## config.mk

```make
export PLATFORM = sky130hd
export DESIGN_NAME = trapEntrySeq
export DESIGN_NICKNAME = d
export VERILOG_FILES = /design/src/rtl/trapSeqPkg.sv /design/src/rtl/trapSeqCtrl.sv /design/src/rtl/trapSeqData.sv /design/src/rtl/trapEntrySeq.sv
export SDC_FILE = /design/constraint.sdc
export NUM_CORES = 1
export LEC_CHECK = 0
export ABC_AREA = 1
export BUFFER_PORTS_ARGS = -buffer_cell sky130_fd_sc_hd__buf_4
export CAP_MARGIN = 20
export CORE_AREA = 5 5 148 79
export DETAILED_ROUTE_END_ITERATION = 6
export DIE_AREA = 0 0 153 84
export GPL_TIMING_DRIVEN = 0
export MAX_ROUTING_LAYER = met4
export PLACE_DENSITY_LB_ADDON = 0.05
export SLEW_MARGIN = 25
export SYNTH_ARGS = -nofsm -noshare
export SYNTH_HDL_FRONTEND = slang
export SYNTH_SLANG_ARGS = --single-unit
export TNS_END_PERCENT = 10
```

## constraint.sdc

```tcl
create_clock -name clk -period 2.65 [get_ports clk]
set_input_delay 0.1325 -clock clk [delete_from_list [all_inputs] [get_ports clk]]
set_output_delay 0.1325 -clock clk [all_outputs]
set_load 0.02 [all_outputs]
```

## src/rtl/trapSeqPkg.sv

```systemverilog
package trapSeqPkg;
  typedef enum logic [1:0] {SEL_PSW = 2'd0, SEL_CSP = 2'd1, SEL_IP = 2'd2} pushSel_e;

  typedef struct packed {
    logic     capture;
    logic     push;
    pushSel_e sel;
    logic     branch;
  } seqStrobes_t;
endpackage

```

## src/rtl/trapSeqCtrl.sv

```systemverilog
module trapSeqCtrl
  import trapSeqPkg::*;
(
  input  logic        clk,
  input  logic        rstN,
  input  logic        startSw,
  input  logic        startHw,
  input  logic        segMode,
  output seqStrobes_t strobes,
  output logic        busy,
  output logic        done
);
  typedef enum logic [2:0] {S_IDLE, S_PSW, S_CSP, S_IP, S_BR} state_e;
  state_e state;
  logic   segQ;

  always_ff @(posedge clk or negedge rstN) begin
    if (!rstN) begin
      state <= S_IDLE;
      segQ  <= 1'b0;
    end else begin
      case (state)
        S_IDLE: if (startSw || startHw) begin
          state <= S_PSW;
          segQ  <= segMode;
        end
        S_PSW:   state <= segQ ? S_CSP : S_IP;
        S_CSP:   state <= S_IP;
        S_IP:    state <= S_BR;
        default: state <= S_IDLE;
      endcase
    end
  end

  always_comb begin
    strobes.capture = (state == S_IDLE) && (startSw || startHw);
    strobes.push    = (state == S_PSW) || (state == S_CSP) || (state == S_IP);
    strobes.branch  = (state == S_BR);
    case (state)
      S_CSP:   strobes.sel = SEL_CSP;
      S_IP:    strobes.sel = SEL_IP;
      default: strobes.sel = SEL_PSW;
    endcase
    busy = (state != S_IDLE);
    done = strobes.branch;
  end


  done_pulse_chk: assert property (@(posedge clk) disable iff (!rstN)
    done |=> (!done && !busy));


  push_order_chk: assert property (@(posedge clk) disable iff (!rstN)
    (strobes.push && strobes.sel == SEL_CSP) |-> ($past(strobes.push) && $past(strobes.sel) == SEL_PSW));


  busy_hold_chk: assert property (@(posedge clk) disable iff (!rstN)
    (busy && !done) |=> busy);


  no_restart_chk: assert property (@(posedge clk) disable iff (!rstN)
    busy |-> !strobes.capture);
endmodule

```

## src/rtl/trapSeqData.sv

```systemverilog
module trapSeqData
  import trapSeqPkg::*;
#(
  parameter int WORD_W      = 16,
  parameter int SEG_W       = 8,
  parameter int TRAPNUM_W   = 7,
  parameter int LEVEL_LSB   = 12,
  parameter int LEVEL_W     = 4,
  parameter int BANK_LSB    = 8,
  parameter int BANK_W      = 2,
  parameter int GLOBAL_BANK = 0
) (
  input  logic                 clk,
  input  logic                 rstN,
  input  seqStrobes_t          strobes,
  input  logic                 startHw,
  input  logic [TRAPNUM_W-1:0] trapNum,
  input  logic [WORD_W-1:0]    statusIn,
  input  logic [SEG_W-1:0]     cspIn,
  input  logic [WORD_W-1:0]    ipIn,
  input  logic [WORD_W-1:0]    spIn,
  input  logic [SEG_W-1:0]     vecSegIn,
  output logic                 stkWrEn,
  output logic [WORD_W-1:0]    stkWrAddr,
  output logic [WORD_W-1:0]    stkWrData,
  output logic [WORD_W-1:0]    spOut,
  output logic [WORD_W-1:0]    ipOut,
  output logic [SEG_W-1:0]     cspOut,
  output logic [WORD_W-1:0]    statusOut
);
  localparam int STEP  = WORD_W / 8;
  localparam int VEC_W = TRAPNUM_W + 2;
  localparam logic [WORD_W-1:0] FIELD_MASK =
    (((WORD_W'(1) << LEVEL_W) - 1) << LEVEL_LSB) | (((WORD_W'(1) << BANK_W) - 1) << BANK_LSB);

  logic [WORD_W-1:0]    pswQ, ipQ, spQ;
  logic [SEG_W-1:0]     cspQ, vecQ;
  logic [TRAPNUM_W-1:0] numQ;
  logic                 hwQ;
  logic [WORD_W-1:0]    newPsw;

  always_ff @(posedge clk or negedge rstN) begin
    if (!rstN) begin
      pswQ <= '0; ipQ <= '0; spQ <= '0;
      cspQ <= '0; vecQ <= '0; numQ <= '0; hwQ <= 1'b0;
    end else if (strobes.capture) begin
      pswQ <= statusIn;
      ipQ  <= ipIn;
      spQ  <= spIn;
      cspQ <= cspIn;
      vecQ <= vecSegIn;
      numQ <= trapNum;
      hwQ  <= startHw;
    end else if (strobes.push) begin
      spQ <= spQ - WORD_W'(STEP);
    end
  end

  always_comb begin
    newPsw = pswQ;
    if (hwQ) begin
      newPsw[LEVEL_LSB +: LEVEL_W] = '1;
      newPsw[BANK_LSB +: BANK_W]   = BANK_W'(GLOBAL_BANK);
    end
    case (strobes.sel)
      SEL_CSP: stkWrData = WORD_W'(cspQ);
      SEL_IP:  stkWrData = ipQ;
      default: stkWrData = pswQ;
    endcase
    stkWrEn   = strobes.push;
    stkWrAddr = spQ - WORD_W'(STEP);
    spOut     = spQ;
    ipOut     = strobes.branch ? WORD_W'({numQ, 2'b00}) : '0;
    cspOut    = strobes.branch ? vecQ : '0;
    statusOut = strobes.branch ? newPsw : '0;
  end

  initial begin
    assert (VEC_W <= WORD_W) else $error("vector offset wider than word");
  end


  sp_step_chk: assert property (@(posedge clk) disable iff (!rstN)
    stkWrEn |=> (spOut == $past(spOut) - WORD_W'(STEP)));


  context_hold_chk: assert property (@(posedge clk) disable iff (!rstN)
    (stkWrEn && strobes.sel != SEL_PSW) |-> $stable(pswQ));


  other_bits_chk: assert property (@(posedge clk) disable iff (!rstN)
    strobes.branch |-> ((statusOut & ~FIELD_MASK) == (pswQ & ~FIELD_MASK)));
endmodule

```

## src/rtl/trapEntrySeq.sv

```systemverilog
module trapEntrySeq
  import trapSeqPkg::*;
(
  input  logic        clk,
  input  logic        rstN,
  input  logic        startSw,
  input  logic        startHw,
  input  logic        segMode,
  input  logic [6:0]  trapNum,
  input  logic [15:0] statusIn,
  input  logic [7:0]  cspIn,
  input  logic [15:0] ipIn,
  input  logic [15:0] spIn,
  input  logic [7:0]  vecSegIn,
  output logic        busy,
  output logic        done,
  output logic        stkWrEn,
  output logic [15:0] stkWrAddr,
  output logic [15:0] stkWrData,
  output logic [15:0] spOut,
  output logic [15:0] ipOut,
  output logic [7:0]  cspOut,
  output logic [15:0] statusOut
);
  seqStrobes_t strobes;

  trapSeqCtrl ctrl (
    .clk(clk), .rstN(rstN), .startSw(startSw), .startHw(startHw),
    .segMode(segMode), .strobes(strobes), .busy(busy), .done(done)
  );

  trapSeqData #(
    .WORD_W(16), .SEG_W(8), .TRAPNUM_W(7), .LEVEL_LSB(12), .LEVEL_W(4),
    .BANK_LSB(8), .BANK_W(2), .GLOBAL_BANK(0)
  ) data (
    .clk(clk), .rstN(rstN), .strobes(strobes), .startHw(startHw),
    .trapNum(trapNum), .statusIn(statusIn), .cspIn(cspIn), .ipIn(ipIn),
    .spIn(spIn), .vecSegIn(vecSegIn), .stkWrEn(stkWrEn),
    .stkWrAddr(stkWrAddr), .stkWrData(stkWrData), .spOut(spOut),
    .ipOut(ipOut), .cspOut(cspOut), .statusOut(statusOut)
  );


  both_start_chk: assert property (@(posedge clk) disable iff (!rstN)
    (!busy && startSw && startHw) |=> busy);
endmodule

```

Yosys cells after proc, flatten, opt, wreduce, memory -nomap -nowiden:

Index checks and enable logic that the tools add are counted.

* bits in registers: 76
* output and inout port bits: 91
* logic and storage cells: 37

* reduce and logical (&&, ||, !) cells: 8
* eq/ne operators: 7
* mux-type cells: 12
* add/subtract/negate cells: 1

Operator list (count)
* 16-bit 2-to-1 mux: 3
* 16-bit one-hot mux with 2 select lines: 1
* 16-bit by 2-bit subtractor with 16-bit output (second input constant): 1
* 3-bit one-hot mux with 4 select lines: 1
* 9-bit 2-to-1 mux: 1
* 8-bit 2-to-1 mux: 1
* 3-bit by 2-bit equality test with 1-bit output (second input constant): 2
* 4-bit 2-to-1 mux: 1
* 2-bit one-hot mux with 2 select lines: 1
* 3-bit by 1-bit equality test with 1-bit output (second input constant): 1
* 3-bit equality test (second input constant): 1
* 3-bit logical NOT: 1
* 1-bit logical OR: 3
* 3-bit 2-to-1 mux: 1
* 3-bit nonzero test: 1
* 2-bit by 1-bit equality test with 1-bit output (second input constant): 1
* 2-bit equality test (second input constant): 1
* 2-bit 2-to-1 mux: 1
* 2-bit != test (second input constant): 1
* 2-bit AND reduction: 1
* 2-bit nonzero test: 1
* 1-bit logical AND: 1
* 1-bit 2-to-1 mux: 1

Longest topological paths before layout:

* depth in word-level cells: 5
* gate-level depth with buffers: 10
* depth with buffers taken out: 9

Cells and area by module:

From an unflattened synthesis, not the netlist that was laid out.

* cell total of the unflattened synthesis: 525
* area, all modules: 3997.6 µm²

Modules (own cells, without submodules)
* trapSeqData: cells an instance 494, area an instance 3769.9 µm², times used 1
* trapSeqCtrl: cells an instance 31, area an instance 227.7 µm², times used 1

Worst setup path after synthesis:

OpenSTA, ideal clock, no wires.

* path kind: reg2out
* start point: reg ctrl.state[1]
* end point: out stkWrData[10]
* setup slack: 0.777 ns
* buffers on the path: 1
* stages on the path, launching flop included: 11
* arrival time: 1.741 ns
* cells stage by stage: dfrtp_1 > nand2_1 > nor2_1 > inv_1 > ha_1 > inv_1 > nand2_1 > inv_1 > buf_2 > nand2_1 > o21ai_0

* word-level cells in the longest chain between the ends: 4

RTL lines
* from (decl): line trapSeqCtrl.sv:14 `state_e state;`
* from (signal assigned): line trapSeqCtrl.sv:27 `S_PSW: state <= segQ ? S_CSP : S_IP;`
* 3-bit by 2-bit equality test with 1-bit output: line trapSeqCtrl.sv:39 `case (state)`
* 2-bit one-hot mux with 2 select lines (*): line trapSeqCtrl.sv:39
* 2-bit equality test / 2-bit by 1-bit equality test with 1-bit output (equally long branches): line trapSeqData.sv:65 `case (strobes.sel)`
* 16-bit one-hot mux with 2 select lines (*): line trapSeqData.sv:65
* to (decl): line trapEntrySeq.sv:19 `output logic [15:0] stkWrData,`

Mark *: on every way between the ends. The rest lies on a longest branch, timed or not.

Worst setup path after layout:

* start point: reg ctrl.state[1]
* end point: out stkWrData[9]

The elaborated chain is that of the path after synthesis.

==> metrics <==
outcome finished, final reports clean; root buffer cell clkbuf_16; io pins 167; drt via density 4.60; post-DR wirelength/cell 14.9 um; layout cell share with drive strength beyond 1 about 30%; YS warnings 0; post-synth top area cell dfrtp_1; pin count of the biggest net entering global routing 77; clock slew at reported path FFs ~0.06 ns; actual slew at the worst max-slew pin 0.715 ns; R2R cell count 9; Worst Setup Start Kind flop; # rows 27; worst path cell trace nand2_1 > nor2_1 > inv_1 > ha_1 > inv_2 > nand2_1 > inv_2 > buf_6 > nand2_1 > o21ai_0 > buf_4; Hold Path Stages 3; P per Cell Area approximately 1300 mW/mm^2; top cell type's share of synthesized area a little under half; most instantiated library cell after synthesis nand2_1; drt pass-1 iters 4; FMAX 414 MHz; post-synthesis sequential area ratio 47.8%; most frequent CP cell nand2_1; Hold Path Class primary input to flop; crit end category primary output; leakage power 0.00310 uW; Total Routing Usage GR roughly 21%; DRT antenna net count 0; Remaining Overflow, GRT 0; CP endpoint stkWrData[9]; WS Path Type flop to primary output; Layout fillers 1015; Mean Syn Cell Area around 7.4 um^2; Levels on crit path 11; total of max-cap violations 0; Die Width 153 um; P&R area growth vs syn 45.7%; slew margin rel. 52.3%; Hold WS 0.00813 ns; initial antenna violation count 0; slowest stage delay, CP 0.41 ns; Num CTS Buffers 9; RSZ-0062 raised after global routing no; Buffers on Ports between 150 and 200; register bit total from synthesis 76; dpl hpwl 10.1 mm; Post-DP Area 0.00537 mm^2; VDD IR-drop max 0.605 mV; FFs w/ async S/R, synth 100%; Worst EP arrival 2.28 ns; via count roughly 4000; Clock Latency Late Sink 0.33 ns; delay-heaviest family, CP buffers and inverters; synth unique cells 28; Tmin final between 2 and 2.5 ns; final setup TNS 0 ns; H-tree depth 3; FF-to-FF setup slack 0.90 ns; CTS Buffer Depth 2; Die ar. about 0.013 mm^2; synth cell count leaders 207 x nand2_1, 76 x dfrtp_1, 61 x inv_1; core area 0.0105 mm^2; RR Startpoint data.spOut[1]; Post-synth EDFFs 0; CTS tree yes; CP Data Required Time between 2 and 3 ns; highest-delay cell along the critical path dfrtp_2; vias in the first global route approximately 4000; clock sinks 76; CP Launch Point ctrl.state[1]; Worst Skew 0.00638 ns; synthesized area 0.00398 mm^2; Final Cell Area 0.00580 mm^2; GPL Wtd Cong between 0.8 and 0.9; first-pass GRT wire length approximately 21 mm; multi-input logic area 0.00164 mm^2; Worst R2R End data.spOut[13]; ys flop type dfrtp_1; WL final around 13 mm; final setup vio count 0; # diodes 0; Die Y about 84 um; initial cell density of the core 38.0%; Critical path buffers and inverters 5; Tcrit/Tclk final 91.1%; DRT iter0 DRCs 234; final hold violations 0; Max Slew Vio Count 0; DRC 0; storage element area 0.00190 mm^2; Area contributors post-synth dfrtp_1 48%, nand2_1 20%, inv_1 5.8%; Syn Inst Count 536; critical path peak fanout 10; fin nets 803
## sequential cells by signal (all words and copies together) (netlist names)
register    count
ctrl.state      3
data.numQ       7
data.pswQ      16
data.ipQ       16
data.hwQ        1
data.cspQ       8
data.spOut     16
ctrl.segQ       1
data.vecQ       8
## where the power goes
group / switching, uW / total [uW] / internal (uW)
registers: 373 / 2130 / 1750
logic: 2710 / 4310 / 1600
clock network: 486 / 1240 / 759
## cell families (layout without fill, tap and decap cells)
logic type,Yosys count,count (layout),share of synthesized area (%)
XOR/XNOR,4,4,0.880
AND/OR/NAND/NOR,291,291,29.6
adder cells (fa/ha/maj),4,4,1.26
other,1,9,0.0942
AO/OA/AOI/OAI,62,62,8.61
flip-flops,76,76,47.8
buffers and inverters,98,282,11.7
## worst register-to-register path: cells and delay by family (launching register included)
kind | cells | cell delay (ns)
adders and majority gates | 1 | 0.25
buffers and inverters | 1 | 0.21
DFF | 1 | 0.39
and+or+nand+nor | 7 | 0.81
## repair_timing
action,4_1_cts,5_1_grt
setup endpoints to repair,9,16
hold buffers,10,1
pin swaps,0,0
hold endpoints to repair,10,76
gates resized for setup,2,8
buffers inserted,0,0
## how the worst min path moves through the flow
stage,start,end,slack (ns)
after floorplan,rstN,ctrl.segQ,-0.16
after global routing,trapNum[0],data.numQ[0],0.001
after detailed placement,cspIn[3],data.cspQ[3],0.33
after global placement,ipIn[11],data.ipQ[11],0.33
after CTS,rstN,data.numQ[1],0.0001
final,cspIn[5],data.cspQ[5],0.008
## layout make-up
| type | count | area share (%) |
|---|---|---|
| inverter | 66 | 4.27 |
| multi-input combinational | 370 | 28.3 |
| buffer | 32 | 3.93 |
| sequential | 76 | 32.8 |
| timing repair buffer | 168 | 22.3 |
| tap | 145 | 3.13 |
| clock inverter | 5 | 1.04 |
| clock buffer | 11 | 4.19 |
## metrics by stage
step | power [uW] | instances | util [%] | setup slack, ns
2_1_floorplan | 4720 | 544 | - | 0.777
3_3_place_gp | 6360 | 846 | 51.3 | 0.347
3_5_place_dp | 6440 | 846 | 51.3 | 0.299
4_1_cts | 7720 | 872 | 55.1 | 0.0268
5_1_grt | 8300 | 873 | 55.4 | 0.0234
6_report | 7680 | 873 | 55.4 | 0.235
## per-layer routing
layer	track usage, %	vias to the layer above	part of all wire, %
li1	-	2002	-
met1	32.2	1876	53
met2	29.9	131	41
met3	5.08	4	5.9
met4	3.23	0	0.35
met5	-	-	0
## cell usage in the layout (no fill, tap or decap), types with 4 or more instances in the layout
cell	netlist	final
nand2_1	207	207
buf_4	16	172
dfrtp_1	76	74
inv_1	61	59
nor2_1	46	46
nand3_1	24	24
o21ai_1	24	24
o21ai_0	21	21
o211ai_1	11	11
dlygate4sd3_1	0	11
conb_1	1	9
clkbuf_16	0	9
inv_2	5	7
buf_6	4	6
buf_2	7	6
clkbuf_1	5	4
and2_1	4	4
a21oi_1	4	4
ha_1	4	4
Note: power is estimated with default switching activity, not from simulation.
